**src/rtl/nwa_pkg.sv**
```systemverilog
// Shared types of the NAND access width adapter.
// Assumes the window and size codes listed in the brief.
package nwa_pkg;
    typedef enum logic [1:0] {
        WIN_CMD  = 2'd0,
        WIN_ADDR = 2'd1,
        WIN_DATA = 2'd2,
        WIN_REG  = 2'd3
    } win_e;

    typedef enum logic [1:0] {
        SZ_BYTE  = 2'd0,
        SZ_HALF  = 2'd1,
        SZ_WORD  = 2'd2,
        SZ_WORD2 = 2'd3
    } size_e;

    typedef enum logic [1:0] {
        ST_IDLE = 2'd0,
        ST_BUS  = 2'd1,
        ST_DONE = 2'd2
    } seq_st_e;

    // Per-access control fields captured when a request is taken.
    typedef struct packed {
        logic we;
        logic cle;
        logic ale;
        logic err;
        logic wide;
        logic [1:0] size;
    } acc_ctl_t;
endpackage

```
**src/rtl/nwa_plan.sv**
```systemverilog
// Access planner: decodes a live request into its cycle count, marking
// and error flag. Purely combinational. Assumes size codes 2 and 3 both
// mean a full word.
module nwa_plan
    import nwa_pkg::*;
#(
    parameter int BEAT_W = 2
) (
    input  logic              cfg_nand,
    input  logic              cfg_wide,
    input  logic              we,
    input  logic [1:0]        win,
    input  logic [1:0]        size,
    output logic              bypass,
    output logic              err,
    output logic              cle,
    output logic              ale,
    output logic [BEAT_W-1:0] last_beat
);
    logic [2:0] nbytes;
    logic [2:0] nlast;

    // Byte count of the access from its size code.
    always_comb begin
        case (size)
            SZ_BYTE: nbytes = 3'd1;
            SZ_HALF: nbytes = 3'd2;
            default: nbytes = 3'd4;
        endcase
    end

    // Index of the last cycle: bytes on a narrow device, halfwords on a wide one.
    always_comb begin
        if (cfg_wide) begin
            nlast = (nbytes[2:1] == 2'd0) ? 3'd0 : ({1'b0, nbytes[2:1]} - 3'd1);
        end else begin
            nlast = nbytes - 3'd1;
        end
    end

    assign last_beat = nlast[BEAT_W-1:0];

    // Requests that complete without any NAND cycle.
    assign bypass = (win == WIN_REG) || !cfg_nand ||
                    (!we && (win != WIN_DATA));
    assign err    = (win == WIN_REG) && (size == SZ_BYTE || size == SZ_HALF);
    assign cle    = (win == WIN_CMD);
    assign ale    = (win == WIN_ADDR);
endmodule

```
**src/rtl/nwa_seq.sv**
```systemverilog
// Cycle sequencer: takes a request, steps a beat counter through the NAND
// cycles with a strobe/ack handshake, then pulses ready for one cycle.
// Assumes the requester drops its request after seeing ready.
module nwa_seq
    import nwa_pkg::*;
#(
    parameter int BEAT_W = 2
) (
    input  logic              clk,
    input  logic              rst_n,
    input  logic              req,
    input  logic              bypass,
    input  logic [BEAT_W-1:0] last_beat,
    input  logic              ack,
    output logic              start,
    output logic              strobe,
    output logic              ready,
    output logic              cap,
    output logic [BEAT_W-1:0] beat
);
    seq_st_e st_q;
    logic [BEAT_W-1:0] beat_q;

    // State and beat counter update.
    always_ff @(posedge clk) begin
        if (!rst_n) begin
            st_q   <= ST_IDLE;
            beat_q <= '0;
        end else begin
            case (st_q)
                ST_IDLE: begin
                    if (req) begin
                        beat_q <= '0;
                        st_q   <= bypass ? ST_DONE : ST_BUS;
                    end
                end
                ST_BUS: begin
                    if (ack) begin
                        if (beat_q == last_beat) begin
                            st_q <= ST_DONE;
                        end else begin
                            beat_q <= beat_q + 1'b1;
                        end
                    end
                end
                default: st_q <= ST_IDLE;
            endcase
        end
    end

    assign start  = (st_q == ST_IDLE) && req;
    assign strobe = (st_q == ST_BUS);
    assign ready  = (st_q == ST_DONE);
    assign cap    = strobe && ack;
    assign beat   = beat_q;


    ready_pulse_chk: assert property (@(posedge clk) disable iff (!rst_n)
        ready |=> !ready);


    strobe_hold_chk: assert property (@(posedge clk) disable iff (!rst_n)
        (strobe && !ack) |=> (strobe && $stable(beat)));


    ready_after_last_chk: assert property (@(posedge clk) disable iff (!rst_n)
        (strobe && ack && beat == last_beat) |=> ready);


    beat_bound_chk: assert property (@(posedge clk) disable iff (!rst_n)
        strobe |-> (beat <= last_beat));
endmodule

```
**src/rtl/nwa_pack.sv**
```systemverilog
// Data path: picks the write lane for the current beat and gathers read
// beats into byte lanes. Assumes an 8-bit lane is the narrow device width.
module nwa_pack #(
    parameter int CPU_W  = 32,
    parameter int BUS_W  = 16,
    parameter int BEAT_W = 2
) (
    input  logic              clk,
    input  logic              rst_n,
    input  logic              clr,
    input  logic              cap,
    input  logic              we,
    input  logic              wide,
    input  logic [1:0]        size,
    input  logic              ready,
    input  logic [BEAT_W-1:0] beat,
    input  logic [CPU_W-1:0]  cpu_wdata,
    input  logic [BUS_W-1:0]  nd_rdata,
    output logic [BUS_W-1:0]  nd_wdata,
    output logic [CPU_W-1:0]  rdata
);
    localparam int LANE_W    = BUS_W / 2;
    localparam int CPU_LANES = CPU_W / LANE_W;

    logic [CPU_W-1:0] wdata_q;
    logic [CPU_W-1:0] acc;
    logic [CPU_W-1:0] wsh_n;
    logic [CPU_W-1:0] wsh_w;
    logic [CPU_W-1:0] mask;

    // Hold the write word for the whole access.
    always_ff @(posedge clk) begin
        if (!rst_n) begin
            wdata_q <= '0;
        end else if (clr) begin
            wdata_q <= cpu_wdata;
        end
    end

    // Lane select for the current beat, narrow or wide.
    always_comb begin
        wsh_n = wdata_q >> ({beat, 3'b000});
        wsh_w = wdata_q >> ({beat, 4'b0000});
        if (wide) begin
            nd_wdata = wsh_w[BUS_W-1:0];
        end else begin
            nd_wdata = {{(BUS_W-LANE_W){1'b0}}, wsh_n[LANE_W-1:0]};
        end
    end

    for (genvar i = 0; i < CPU_LANES; i++) begin : g_lane
        logic              hit;
        logic [LANE_W-1:0] src;
        logic [LANE_W-1:0] q;
        assign hit = wide ? (beat == BEAT_W'(i / 2)) : (beat == BEAT_W'(i));
        assign src = wide ? nd_rdata[LANE_W*(i%2) +: LANE_W] : nd_rdata[LANE_W-1:0];
        // Capture this lane from the read beat that maps onto it.
        always_ff @(posedge clk) begin
            if (!rst_n) begin
                q <= '0;
            end else if (clr) begin
                q <= '0;
            end else if (cap && !we && hit) begin
                q <= src;
            end
        end
        assign acc[LANE_W*i +: LANE_W] = q;
    end

    // Bits beyond the access size are forced to zero.
    always_comb begin
        case (size)
            2'd0:    mask = CPU_W'({LANE_W{1'b1}});
            2'd1:    mask = CPU_W'({BUS_W{1'b1}});
            default: mask = '1;
        endcase
    end

    assign rdata = ready ? (acc & mask) : '0;
endmodule

```
**src/rtl/nand_width_adapter.sv**
```systemverilog
// Top of the NAND access width adapter: plans each processor access,
// sequences the NAND cycles and packs read data. Assumes configuration
// inputs are steady while an access is in flight.
module nand_width_adapter
    import nwa_pkg::*;
#(
    parameter int CPU_W = 32,
    parameter int BUS_W = 16
) (
    input  logic             clk,
    input  logic             rst_n,
    input  logic             cfg_nand,
    input  logic             cfg_wide,
    input  logic             cpu_req,
    input  logic             cpu_we,
    input  logic [1:0]       cpu_win,
    input  logic [1:0]       cpu_size,
    input  logic [CPU_W-1:0] cpu_wdata,
    output logic             cpu_ready,
    output logic [CPU_W-1:0] cpu_rdata,
    output logic             cpu_err,
    output logic             nd_strobe,
    input  logic             nd_ack,
    output logic             nd_cle,
    output logic             nd_ale,
    output logic             nd_we,
    output logic [BUS_W-1:0] nd_wdata,
    input  logic [BUS_W-1:0] nd_rdata
);
    localparam int CPU_BYTES = CPU_W / 8;
    localparam int BEAT_W    = $clog2(CPU_BYTES);

    logic              p_bypass;
    logic              p_err;
    logic              p_cle;
    logic              p_ale;
    logic [BEAT_W-1:0] p_last;
    logic [BEAT_W-1:0] last_q;
    acc_ctl_t          ctl_q;
    logic              start;
    logic              strobe;
    logic              ready;
    logic              cap;
    logic [BEAT_W-1:0] beat;

    nwa_plan #(.BEAT_W(BEAT_W)) plan_i (
        .cfg_nand  (cfg_nand),
        .cfg_wide  (cfg_wide),
        .we        (cpu_we),
        .win       (cpu_win),
        .size      (cpu_size),
        .bypass    (p_bypass),
        .err       (p_err),
        .cle       (p_cle),
        .ale       (p_ale),
        .last_beat (p_last)
    );

    // Capture the planned controls when a request is taken.
    always_ff @(posedge clk) begin
        if (!rst_n) begin
            ctl_q  <= '0;
            last_q <= '0;
        end else if (start) begin
            ctl_q.we   <= cpu_we;
            ctl_q.cle  <= p_cle;
            ctl_q.ale  <= p_ale;
            ctl_q.err  <= p_err;
            ctl_q.wide <= cfg_wide;
            ctl_q.size <= cpu_size;
            last_q     <= p_last;
        end
    end

    nwa_seq #(.BEAT_W(BEAT_W)) seq_i (
        .clk       (clk),
        .rst_n     (rst_n),
        .req       (cpu_req),
        .bypass    (p_bypass),
        .last_beat (last_q),
        .ack       (nd_ack),
        .start     (start),
        .strobe    (strobe),
        .ready     (ready),
        .cap       (cap),
        .beat      (beat)
    );

    nwa_pack #(.CPU_W(CPU_W), .BUS_W(BUS_W), .BEAT_W(BEAT_W)) pack_i (
        .clk       (clk),
        .rst_n     (rst_n),
        .clr       (start),
        .cap       (cap),
        .we        (ctl_q.we),
        .wide      (ctl_q.wide),
        .size      (ctl_q.size),
        .ready     (ready),
        .beat      (beat),
        .cpu_wdata (cpu_wdata),
        .nd_rdata  (nd_rdata),
        .nd_wdata  (nd_wdata),
        .rdata     (cpu_rdata)
    );

    assign nd_strobe = strobe;
    assign nd_cle    = strobe && ctl_q.cle;
    assign nd_ale    = strobe && ctl_q.ale;
    assign nd_we     = strobe && ctl_q.we;
    assign cpu_ready = ready;
    assign cpu_err   = ready && ctl_q.err;


    cle_ale_excl_chk: assert property (@(posedge clk) disable iff (!rst_n)
        !(nd_cle && nd_ale));


    err_with_ready_chk: assert property (@(posedge clk) disable iff (!rst_n)
        cpu_err |-> cpu_ready);


    marked_read_chk: assert property (@(posedge clk) disable iff (!rst_n)
        (nd_strobe && (nd_cle || nd_ale)) |-> nd_we);


    bus_hold_chk: assert property (@(posedge clk) disable iff (!rst_n)
        (nd_strobe && !nd_ack) |=> ($stable(nd_wdata) && $stable(nd_cle) &&
                                    $stable(nd_ale) && $stable(nd_we)));


    narrow_upper_chk: assert property (@(posedge clk) disable iff (!rst_n)
        (nd_strobe && !ctl_q.wide) |-> (nd_wdata[BUS_W-1:BUS_W/2] == '0));
endmodule

```
**config.mk**
```make
export PLATFORM = sky130hd
export DESIGN_NAME = nand_width_adapter
export DESIGN_NICKNAME = d
export VERILOG_FILES = /design/src/rtl/nwa_pkg.sv /design/src/rtl/nwa_plan.sv /design/src/rtl/nwa_seq.sv /design/src/rtl/nwa_pack.sv /design/src/rtl/nand_width_adapter.sv
export SDC_FILE = /design/constraint.sdc
export NUM_CORES = 1
export LEC_CHECK = 0
export BUFFER_PORTS_ARGS = -buffer_cell sky130_fd_sc_hd__clkbuf_2
export CORE_ASPECT_RATIO = 1.25
export CORE_MARGIN = 4
export CORE_UTILIZATION = 54
export CTS_BUF_LIST = sky130_fd_sc_hd__clkbuf_4 sky130_fd_sc_hd__clkbuf_8
export DETAILED_ROUTE_END_ITERATION = 8
export PLACE_DENSITY = 0.82
export SYNTH_ARGS = -nofsm -noshare
export SYNTH_HDL_FRONTEND = slang
export SYNTH_HIERARCHICAL = 1
export SYNTH_SLANG_ARGS = --single-unit
```
**constraint.sdc**
```tcl
create_clock -name clk -period 2.5 [get_ports clk]
set_clock_uncertainty 0.2 [all_clocks]
set_input_delay 0.125 -clock clk [delete_from_list [all_inputs] [get_ports clk]]
set_output_delay 0.125 -clock clk [all_outputs]
set_load 0.005 [all_outputs]
```
* Yosys cells after proc, flatten, opt, wreduce, memory -nomap -nowiden *
Cells that the tools add are included.

operators by class
  multiplexer cells = 19
  reductions and logical operators = 29
  shifts and indexed selects = 2
  bitwise gates (word level) = 2
  equality and inequality tests = 15
  $add $sub $neg = 3

operators with widths
  operator                                                                count
  32-bit one-hot mux with 2 select lines                                  1
  32-bit AND                                                              1
  32-bit two-way mux                                                      1
  32-bit by 5-bit >> shifter with 8-bit output                            1
  32-bit by 6-bit >> shifter with 16-bit output                           1
  2-bit two-way mux                                                       9
  16-bit two-way mux                                                      1
  1-bit logical AND                                                       13
  2-bit logical NOT                                                       6
  2-bit by 1-bit equality test with 1-bit output (second input constant)  5
  2-bit inequality test (second input constant)                           5
  2-bit equality test (second input constant)                             4
  8-bit two-way mux                                                       1
  2-bit one-hot mux with 2 select lines                                   2
  3-bit one-hot mux with 2 select lines                                   1
  4-bit AND reduction                                                     1
  2-bit by 1-bit subtractor with 2-bit output (second input constant)     2
  1-bit logical NOT                                                       3
  1-bit logical OR                                                        3
  1-bit two-way mux                                                       3
  3-bit AND reduction                                                     1
  2-bit by 1-bit adder with 2-bit output (second input constant)          1
  2-bit equality test                                                     1
  2-bit nonzero test                                                      1
  2 further kinds                                                         2

word-level totals
  input bits = 59
  bits in registers = 77
  output and inout bits = 54
  logic and storage cells = 84

* Depth between registers and ports, before layout *
Gate-level depths: netlist (run 1).

  depth in word-level cells = 6
  depth in mapped cells = 8
  mapped depth without buffers = 5

* By module *
The synthesis (run 1) kept the hierarchy.

by module, submodules not included
  module              times used  area each (um^2)  cells an instance  sequential area each (um^2)
  nwa_pack            1           3286.9            362                1281.2
  nand_width_adapter  1           362.8             32                 180.2
  nwa_seq             1           292.8             35                 80.1
  nwa_plan            1           88.8              13                 0.0

* Worst setup path after synthesis (run 1) *
OpenSTA, ideal clock, no wires.

  path kind = register -> register
  from = register seq_i.st_q[0]
  to = register pack_i.g_lane[1].q[4]
  arrival time = 1.671 ns
  library setup time = 0.132 ns
  setup slack = 0.497 ns
  stages on the path, launching flop included = 8
  cell sequence = dfxtp_1 -> buf_4 -> nor3b_1 -> buf_2 -> nand2b_1 -> clkbuf_1 -> clkbuf_1 -> nor3_1

RTL lines
  element                              RTL line                  RTL
  start, declared                      nwa_seq.sv:21             seq_st_e st_q;
  start signal, assigned               nwa_seq.sv:34             st_q <= bypass ? ST_DONE : ST_BUS;
  2-bit logical NOT                    nwa_seq.sv:51             assign start = (st_q == ST_IDLE) && req;
  1-bit logical AND                    nwa_seq.sv:51
  named net start                      nand_width_adapter.sv:40  logic start;
  2-bit OR reduction (no source line)  n/a
  end signal, assigned                 nwa_pack.sv:64            q <= src;
  end, declared                        nwa_pack.sv:54            logic [LANE_W-1:0] q;

The timed path passes the listed nets, and every way through them passes these cells.
A chain may end at the register's enable or synchronous reset.

* Final worst setup path (run 1) *
  from = register, netlist name ctl_q[2]
  to = output port nd_wdata[5]

between the ends
  word-level cells in the longest chain between the ends = 1

ends and longest elaborated chain
  element             RTL line                  RTL
  16-bit two-way mux  nwa_pack.sv:44            if (wide) begin
  end, declared       nand_width_adapter.sv:27  output logic [BUS_W-1:0] nd_wdata,

Every way passes these cells.

==> results.md, run 1 <==
- The flow ran to the end, and the final reports show no timing, DRC or antenna violations.
- The startpoint-to-endpoint class of the critical path is reg -> out.
- The floorplan core area is 7100 µm².
- The count of final hold-check violations is 0.
- Dividing the final minimum period by the clock period gives 94.7%.
- Internal power comes to 2010 µW.
- The pre-antenna-repair detailed-routing pass consisted of 5 iterations.
- The via count of the routed design is 3782.
- After routing the design area is 5350 µm².
- The number of antenna violations at the first check in global routing is 0.
- The number of buffers inserted by port buffering is roughly 110.
- In this run, the combinational gates consume 16.2% of the power.
- The path class of the tightest hold or removal check is in -> reg.
- The repair_antennas step left the layout with diodes totalling 0.
- The die area is 8920 µm².
- The cell area after technology mapping is 4030 µm².
- The area after detailed placement is 4640 µm².
- The post-synthesis net count is 503.
- After synthesis, the netlist uses between 40 and 50 different library cells.
- In the final layout, the share of cells above drive strength 1 is 28.0%.
- The CTS root buffer is sky130_fd_sc_hd__clkbuf_8.
- Setup violations remaining at the end of the flow were counted as 0.
- In this run the worst setup path terminates at nd_wdata[5].
- The starting density of the core is 56.7%.
- The global routing usage summed across all routing layers is 24.8%.
- The cell taking the most area after synthesis is sky130_fd_sc_hd__dfxtp_1.
- The via count of the first global-routing pass was ~3900.
- The top-level port count is 113.
- The proportion of synthesized flip-flops having asynchronous set or reset is 0%.
- The number of buffers on the longest clock path is 2.
- After synthesis, flip-flops and latches occupy 38.2% of the total area.
- The filler cell count in the final layout is between 500 and 600.
- The worst supply voltage drop on vdd is 0.413 mV.
- The total overflow left after global routing is 0.
- By area the synthesized netlist is led by sky130_fd_sc_hd__dfxtp_1 38%, sky130_fd_sc_hd__mux2i_1 15%, sky130_fd_sc_hd__nor2b_1 8.4%.
- The worst flop-to-flop path startpoint is seq_i/st_q[0].
- The cell with the most instances after synthesis is sky130_fd_sc_hd__dfxtp_1.
- The instance count of the mapped netlist is 442.
- The minimum clock period after layout is around 2.4 ns.
- The clock network latency to the later pin of the worst-skew pair is 0.35 ns.
- The area growth from synthesis to layout is 32.8%.
- The global-route met1 utilization is a little over a quarter.
- The met3 global-route usage is about 4.3%.
- The most instantiated flip-flop cell in the synthesis netlist is sky130_fd_sc_hd__dfxtp_1.
- The mean cell area of the mapped netlist is 9.12 µm².
- met2 is the most crowded layer.
- The floorplan step set the die width to 85.3 µm.
- Entering global routing, the biggest net connects 42 pins.
- The end of the worst register-to-register path is pack_i/g_lane[1].q[3].
- At the end of routability-driven placement, the weighted congestion stood at 0.967.
- The critical path data arrival time is 2.04 ns.
- The number of clock buffers added by TritonCTS is 9.
- Summed over all cells, the static leakage comes to 0.00226 µW.
- The number of clock sinks seen by CTS is 77.
- The worst setup path is captured at a primary output.
- The via-per-instance ratio is between 5 and 6.
- Dividing total power by cell area gives a power density of 512 nW/µm².
- The post-placement worst setup slack is ~0.39 ns.
- The deepest level of the CTS H-tree is 3.
- The wire length per cell after detailed routing is 16.5 µm.
- The reg-to-reg setup timing slack is between 0.3 and 0.4 ns.
- Setup repair after global routing left no endpoint under its margin.
- After the first detailed-routing iteration, the DRC count stood at around 200.
- The detail route stage leaves a number of antenna-violating nets equal to 0.
- Summed over all nets, the switching power comes to about 730 µW.
- Headroom to the max-slew limit came out at 55.0%.
- The clock network accounts for 35.2% of the total power.
- For this run, global-route usage on met2 was measured as 46.1%.
- The final routed wirelength across all metal layers is 11400 µm.
- Derived from the worst setup path, the maximum achievable clock frequency is 0.422 GHz.
- In the final design database the tool counted 656 nets.
- Sorting the synthesized cells by how often they occur yields 77 x sky130_fd_sc_hd__dfxtp_1, 59 x sky130_fd_sc_hd__mux2i_1, 54 x sky130_fd_sc_hd__nor2b_1.
- Across the run, the number of max-cap violations was 0.
- The share of total power dissipated in sequential elements is 48.6%.
- The total number of yosys warnings is 6.
- The setup fix buffers added after clock tree synthesis is 0.
- The max-slew violation count is 0.
- The worst-case setup margin in the final layout is ~0.13 ns.
- TritonCTS built the clock tree.
- The synthesized flop and latch total is a little under 80.
- The post-route total power is ~2700 µW.
- The first-pass GRT wire length is about 18000 µm.
- In this run the biggest area consumer among cell types represents 38.2% of the synthesized area.
- For the pin with the worst max-slew slack, the measured transition is 0.674 ns.
- Measured in cells, the most critical reg-to-reg path has a length of 4.
- Detailed placement ended at an HPWL of 7630 µm.
- The worst hold path startpoint is nd_rdata[10].
- The critical path starts at ctl_q[2].
- The total negative slack for setup checks is 0 ns.
- The floorplan has 34 rows.
- The number of synthesized flops with an enable pin is 0.
- The required time of the critical path is between 2 and 2.5 ns.
- In this run the worst path has a maximum fanout of 18.
- The switching power as a share of total power is 26.5%.
- The clock edge transition at the registers on the reported setup and hold paths is 0.08 ns.
- The floorplan step set the die height to 105 µm.
- The DRC violations left is 0.
- The kind of start point of the critical path is a register.
-- layout by cell type (no fill, tap or decap), types with 4 or more instances in the layout --
master | netlist | layout
sky130_fd_sc_hd__clkbuf_2 | 0 | 112
sky130_fd_sc_hd__dfxtp_1 | 77 | 77
sky130_fd_sc_hd__mux2i_1 | 59 | 58
sky130_fd_sc_hd__nor2b_1 | 54 | 54
sky130_fd_sc_hd__dlygate4sd3_1 | 0 | 50
sky130_fd_sc_hd__nand2_1 | 35 | 35
sky130_fd_sc_hd__nor3_1 | 33 | 33
sky130_fd_sc_hd__a21oi_1 | 25 | 25
sky130_fd_sc_hd__and2_1 | 20 | 20
sky130_fd_sc_hd__and3_1 | 16 | 16
sky130_fd_sc_hd__nor2_1 | 13 | 13
sky130_fd_sc_hd__o21ai_0 | 11 | 11
sky130_fd_sc_hd__buf_4 | 4 | 11
sky130_fd_sc_hd__clkbuf_8 | 0 | 10
sky130_fd_sc_hd__mux2_2 | 10 | 10
sky130_fd_sc_hd__o22a_1 | 8 | 8
sky130_fd_sc_hd__o221a_2 | 8 | 8
sky130_fd_sc_hd__nand2b_1 | 4 | 4
sky130_fd_sc_hd__inv_1 | 4 | 4
-- final cells by class --
| cell class | instances | area, µm² | area share (%) |
|---|---|---|---|
| Sequential cell | 77 | 1540 | 28.8 |
| Clock inverter | 5 | 58.8 | 1.10 |
| Timing Repair Buffer | 174 | 1160 | 21.7 |
| Clock buffer | 11 | 145 | 2.71 |
| Multi-Input combinational cell | 329 | 2320 | 43.3 |
| Tap cell | 90 | 113 | 2.10 |
| Inverter | 4 | 15.0 | 0.281 |
-- state kept, by name, indices dropped and copies added (netlist names) --
signal           flops
ctl_q                7
pack_i/wdata_q      32
seq_i/beat           2
pack_i/g_lane.q     32
last_q               2
seq_i/st_q           2
-- timing repair --
action | in CTS | in global routing
resized for setup | 0 | 1
hold buffers | 50 | 0
setup endpoints to repair | 0 | 8
hold endpoints to repair | 60 | 0
-- metrics by stage --
step / util [%] / std cells / hold WS, ns
after global routing: 75.3 / 690 / 0.0261
after detailed placement: 65.4 / 624 / 0.190
after floorplan: - / 442 / 0.0532
after CTS: 75.3 / 690 / 0.00564
after global placement: 65.4 / 624 / 0.183
final: 75.3 / 690 / 0.0203
-- worst max-delay path, stage by stage (launching register included) --
cell,delay [ns]
sky130_fd_sc_hd__dfxtp_1,0.76
sky130_fd_sc_hd__nand2b_1,0.41
sky130_fd_sc_hd__o22a_1,0.23
sky130_fd_sc_hd__o221a_2,0.19
sky130_fd_sc_hd__clkbuf_2,0.11
-- power groups by stage --
stage | sequential (µW) | clock, µW | combinational [µW]
3_3_place_gp | 1360 | 0 | 361
6_report | 1330 | 964 | 444
5_1_grt | 1340 | 1030 | 479
3_5_place_dp | 1360 | 0 | 370
4_1_cts | 1330 | 982 | 434
2_1_floorplan | 1330 | 0 | 261
-- cell families after synthesis --
logic type	Yosys count	synth area share [%]
AO/OA/AOI/OAI	59	10.3
XOR/XNOR	7	1.89
adder cells (fa/ha/maj)	2	0.621
buffers and inverters	36	4.53
flip-flops	77	38.2
multiplexers	69	17.4
AND/OR/NAND/NOR	192	27.0
-- worst min path at each step --
| stage | slack, ns | cells after the start | end |
|---|---|---|---|
| 6_report | 0.02 | 4 | pack_i/g_lane[3].q[2] |
| 5_1_grt | 0.03 | 4 | pack_i/g_lane[3].q[7] |
| 4_1_cts | 0.006 | 4 | pack_i/g_lane[3].q[4] |
| 3_5_place_dp | 0.19 | 3 | pack_i/wdata_q[17] |
| 3_3_place_gp | 0.18 | 3 | pack_i/wdata_q[12] |
| 2_1_floorplan | 0.05 | 1 | ctl_q[3] |
-- metal layers --
metal,routed length [µm],part of all wire (%),up-vias
met5,0,0,-
met4,237,2.1,0
met3,651,5.7,20
met2,6000,53,156
met1,4490,39,1760
li1,-,-,1846
Power figures use the tool's default switching activity.
==> inputs of run 2 (changes only) <==
Settings changed: ABC_AREA set to 1, BUFFER_PORTS_ARGS -buffer_cell sky130_fd_sc_hd__clkbuf_2 to not set, CAP_MARGIN set to 20, CORE_UTILIZATION 54 to 61, DONT_BUFFER_PORTS set to 1, PLACE_DENSITY 0.82 to 0.77.
==> run 2 against run 1 <==
Net effect:
- non-clock buffer count shrank 99
- clock-buffer cell count shrank 2
- die area shrank 8.9%
- cell area shrank 7.6%
- first-iteration DRC count grew 1.5%
==> results.md, run 2 <==
- The post-detailed-route count of antenna-violating nets was 0 (unchanged).
- The number of violations of the max-capacitance limit came to 0 (unchanged).
- Setup repair after global routing left no endpoint under its margin.
- The via count of the routed design is 4146 (+9.6%).
- The headroom to the max-slew limit is 53.5% (-1.5 points).
- The number of clock sinks seen by CTS is 77 (unchanged).
- The sequential share of the synthesized area came to 37.5% (-0.74 points).
- The cell taking the most area after synthesis is sky130_fd_sc_hd__dfxtp_1.
- The floorplan core area is 6570 µm² (-7.6%).
- The worst hold path begins at nd_rdata[15].
- The minimum clock period after layout was 2.29 ns (-0.0761 ns).
- The number of synthesized flops with an enable pin is 0 (unchanged).
- In the final layout, the registers with the most flip-flops are pack_i/g_lane.q: 32 flops, pack_i/wdata_q: 32 flops, ctl_q: 7 flops.
- The fraction of layout cells with a size suffix above 1 was 10.4% (-18 points).
- The total negative slack for setup checks is 0 ns (unchanged).
- The half-perimeter wire length of the detailed placement result is 7220 µm (-5.5%).
- STA classifies the critical path endpoint as a register.
- The global routing usage summed across all routing layers is 28.8% (+4.0 points).
- The horizontal extent of the die is 81.4 µm (-4.5%).
- The distinct cell type count after synthesis is 30 (-30%).
- The final routed wirelength across all metal layers is 11200 µm (-1.8%).
- The endpoint identified for the worst register-to-register timing path is ctl_q[1].
- The cell with the most instances after synthesis is sky130_fd_sc_hd__nand2_1.
- The cell count of the worst hold path is 6 (+2).
- The deepest level of the CTS H-tree is 3 (unchanged).
- The number of placement rows was 33 (-2.9%).
- The number of design-rule violations left by the first detailed-router iteration is 207 (+1.5%).
- The worst supply voltage drop on vdd is 0.456 mV (+10%).
- The filler cell count in the final layout is 511 (+0.20%).
- The maximum single-stage delay on the critical path is 0.54 ns (-0.22 ns).
- The TritonCTS clock tree is built.
- The number of buffers created by CTS is 9 (unchanged).
- In the synthesized netlist the dominant register cell turns out to be sky130_fd_sc_hd__dfxtp_1.
- The power density over the cells came to 606 nW/µm² (+18%).
- The buffering stage count on the worst path with inverters included is 4 (+3).
- The post-layout net count is 750 (+14%).
- The via-per-instance ratio is 5.32 (-2.9%).
- The die area is 8130 µm² (-8.9%).
- The slew at the pin closest to its max-slew limit is 0.696 ns (+0.0227 ns).
- The cell area after technology mapping came to 4110 µm² (+2.0%).
- The number of antenna violations at the first check in global routing is 0 (unchanged).
- From synthesis to final layout, the design area changed by 20.3%.
- The max-slew violation count was 0 (unchanged).
- The number of antenna repair diodes came to 0 (unchanged).
- The reg-to-reg setup timing slack is 0.21 ns (-0.14 ns).
- The worst-path maximum fanout is 27 (+9).
- The DRC violations left is 0 (unchanged).
- The starting density of the core was 62.6% (+5.9 points).
- The final count of negative-setup-slack endpoints is 0 (unchanged).
- The via count of the first global-routing pass is 3940 (+2.2%).
- The synthesized flop and latch total is 77 (unchanged).
- The top-area cell type share of the netlist area is 37.5% (-0.74 points).
- The static power due to leakage is 0.00230 µW (+1.7%).
- The proportion of synthesized flip-flops having asynchronous set or reset is 0% (unchanged).
- The top cell types in the final layout, fill and taps aside, are 133 x sky130_fd_sc_hd__nand2_1, 118 x sky130_fd_sc_hd__nor2_1, 89 x sky130_fd_sc_hd__inv_1.
- The setup fix buffers added after clock tree synthesis is 0 (unchanged).
- The required time of the critical path is 2.55 ns (+0.38 ns).
- The final weighted congestion in routability-driven placement is 0.808 (-16%).
- The timing-limited maximum frequency came to 0.436 GHz (+3.3%).
- The total number of yosys warnings is 6 (unchanged).
- The worst flop-to-flop path startpoint is seq_i/st_q[0].
- The slowest stage of the critical path belongs to the cell sky130_fd_sc_hd__dlygate4sd3_1.
- The count of final hold-check violations came to 0 (unchanged).
- The family with the most delay on the worst path is buffers and inverters.
- The number of iterations in the first detailed-routing pass is 6 (+1).
- The number of buffers on the longest clock path is 2 (unchanged).
- For hold timing, the worst endpoint is pack_i/g_lane[1].q[7].
- The count of cells along the worst register-to-register path came to 9 (+5).
- The worst setup path is of the reg -> reg kind.
- Ranked by instance count, the synthesized netlist is headed by 133 x sky130_fd_sc_hd__nand2_1, 118 x sky130_fd_sc_hd__nor2_1, 89 x sky130_fd_sc_hd__inv_1.
- The overflow left after global routing is 0 (unchanged).
- The die height is 99.8 µm (-4.6%).
- The most common library cell in the layout ignoring fill and taps is sky130_fd_sc_hd__nand2_1.
- The mean cell area of the mapped netlist is 6.48 µm² (-29%).
- The clock network latency to the later pin of the worst-skew pair is 0.34 ns (about the same).
- The kind of start point of the critical path is a register.
- The first-pass GRT wire length is 18500 µm (+2.4%).
- After synthesis, the cell types taking the most area are sky130_fd_sc_hd__dfxtp_1 37%, sky130_fd_sc_hd__nand2_1 12%, sky130_fd_sc_hd__nor2_1 11%.
- The class of the tightest hold or removal check is in -> reg.
- The number of buffers inserted by port buffering is 0 (-100%).
- The final cycle utilization of the critical path is 91.7% (-3.0 points).
- The critical path data arrival time is 2.34 ns (+0.30 ns).
- The top-level port count is 113 (unchanged).
- The largest net degree at the start of global routing is 44 (+4.8%).
- The CTS root buffer is sky130_fd_sc_hd__clkbuf_8.
- The post-synthesis net count is 695 (+38%).
- The run finished with clean final reports.
- The utilization after layout is 75.3% (about the same).
- The instance count of the mapped netlist is 634 (+43%).
- The wire length per cell after detailed routing is 14.3 µm (-13%).
- The clock edge transition at the registers on the reported setup and hold paths was 0.08 ns (about the same).
- Walking the worst path, the cells encountered are nor2_2 -> nand2_2 -> inv_1 -> buf_4 -> buf_4 -> nand2_1 -> nand2_1 -> dlygate4sd3_1 -> nor2_1.
run 2: power breakdown:
group | internal, µW | leakage [µW] | total, µW | switching, µW
combinational | 228 | 0.00157 | 619 | 391
sequential | 1320 | 0.000631 | 1380 | 62.6
clock | 548 | 0.000101 | 993 | 446
run 2: worst max-delay path by stage:
| stage | end | cells past startpoint | startpoint | slack [ns] |
|---|---|---|---|---|
| 6_report | ctl_q[1] | 9 | seq_i/st_q[0] | 0.21 |
| 5_1_grt | ctl_q[1] | 9 | seq_i/st_q[0] | 0.05 |
| 4_1_cts | last_q[0] | 9 | seq_i/st_q[0] | 0.22 |
| 3_5_place_dp | pack_i/g_lane[0].q[5] | 7 | seq_i/st_q[0] | 0.67 |
| 3_3_place_gp | pack_i/g_lane[0].q[5] | 7 | seq_i/st_q[0] | 0.73 |
| 2_1_floorplan | cpu_rdata[11] | 6 | seq_i/st_q[1] | 0.90 |
run 2: stage by stage:
| step | total power, µW | cells | setup WS [ns] | hold WS (ns) | area, µm² |
|---|---|---|---|---|---|
| 2_1_floorplan | 1830 | 634 | 0.897 | 0.0458 | 4110 |
| 3_3_place_gp | 1900 | 704 | 0.730 | 0.0509 | 4120 |
| 3_5_place_dp | 1910 | 704 | 0.670 | 0.0533 | 4120 |
| 4_1_cts | 3000 | 779 | 0.219 | 0.00302 | 4950 |
| 5_1_grt | 3150 | 779 | 0.0494 | 0.0645 | 4950 |
| 6_report | 3000 | 779 | 0.208 | 0.0202 | 4950 |
run 2: cells by family (layout without fill, tap and decap cells):
kind of cell,Yosys count,after routing,synth area share (%)
compound gates,99,99,12.8
fa+ha+maj,2,2,0.609
buf+inv,125,183,14.0
flops,77,77,37.5
simple gates,331,331,35.1
run 2: area by class of cell:
| class | count | area [µm²] | share of cell area [%] |
|---|---|---|---|
| tap | 87 | 109 | 2.20 |
| clock inverter | 5 | 77.6 | 1.57 |
| multi-input combinational | 432 | 1990 | 40.3 |
| timing repair buffer | 75 | 738 | 14.9 |
| clock buffer | 9 | 124 | 2.50 |
| sequential | 77 | 1540 | 31.2 |
| inverter | 94 | 363 | 7.34 |
run 2: worst reg2reg max path: cells and delay by family, from the launching register on:
kind | cells | cell delay (ns)
buffers and inverters | 4 | 1.18
DFF | 1 | 0.37
and+or+nand+nor | 5 | 0.45
run 2: per-layer routing:
metal	vias up	wire, µm	part of all wire [%]	global-route usage (%)
li1	2061	-	-	-
met1	1893	4270	38	32.8
met2	162	5760	52	50.6
met3	30	820	7.3	5.75
met4	0	317	2.8	13.4
met5	-	0	0	0
run 2: timing repair:
| action | 4_1_cts | 5_1_grt |
|---|---|---|
| hold buffers | 61 | 0 |
| hold endpoints to repair | 77 | 0 |
| resized for setup | 0 | 0 |
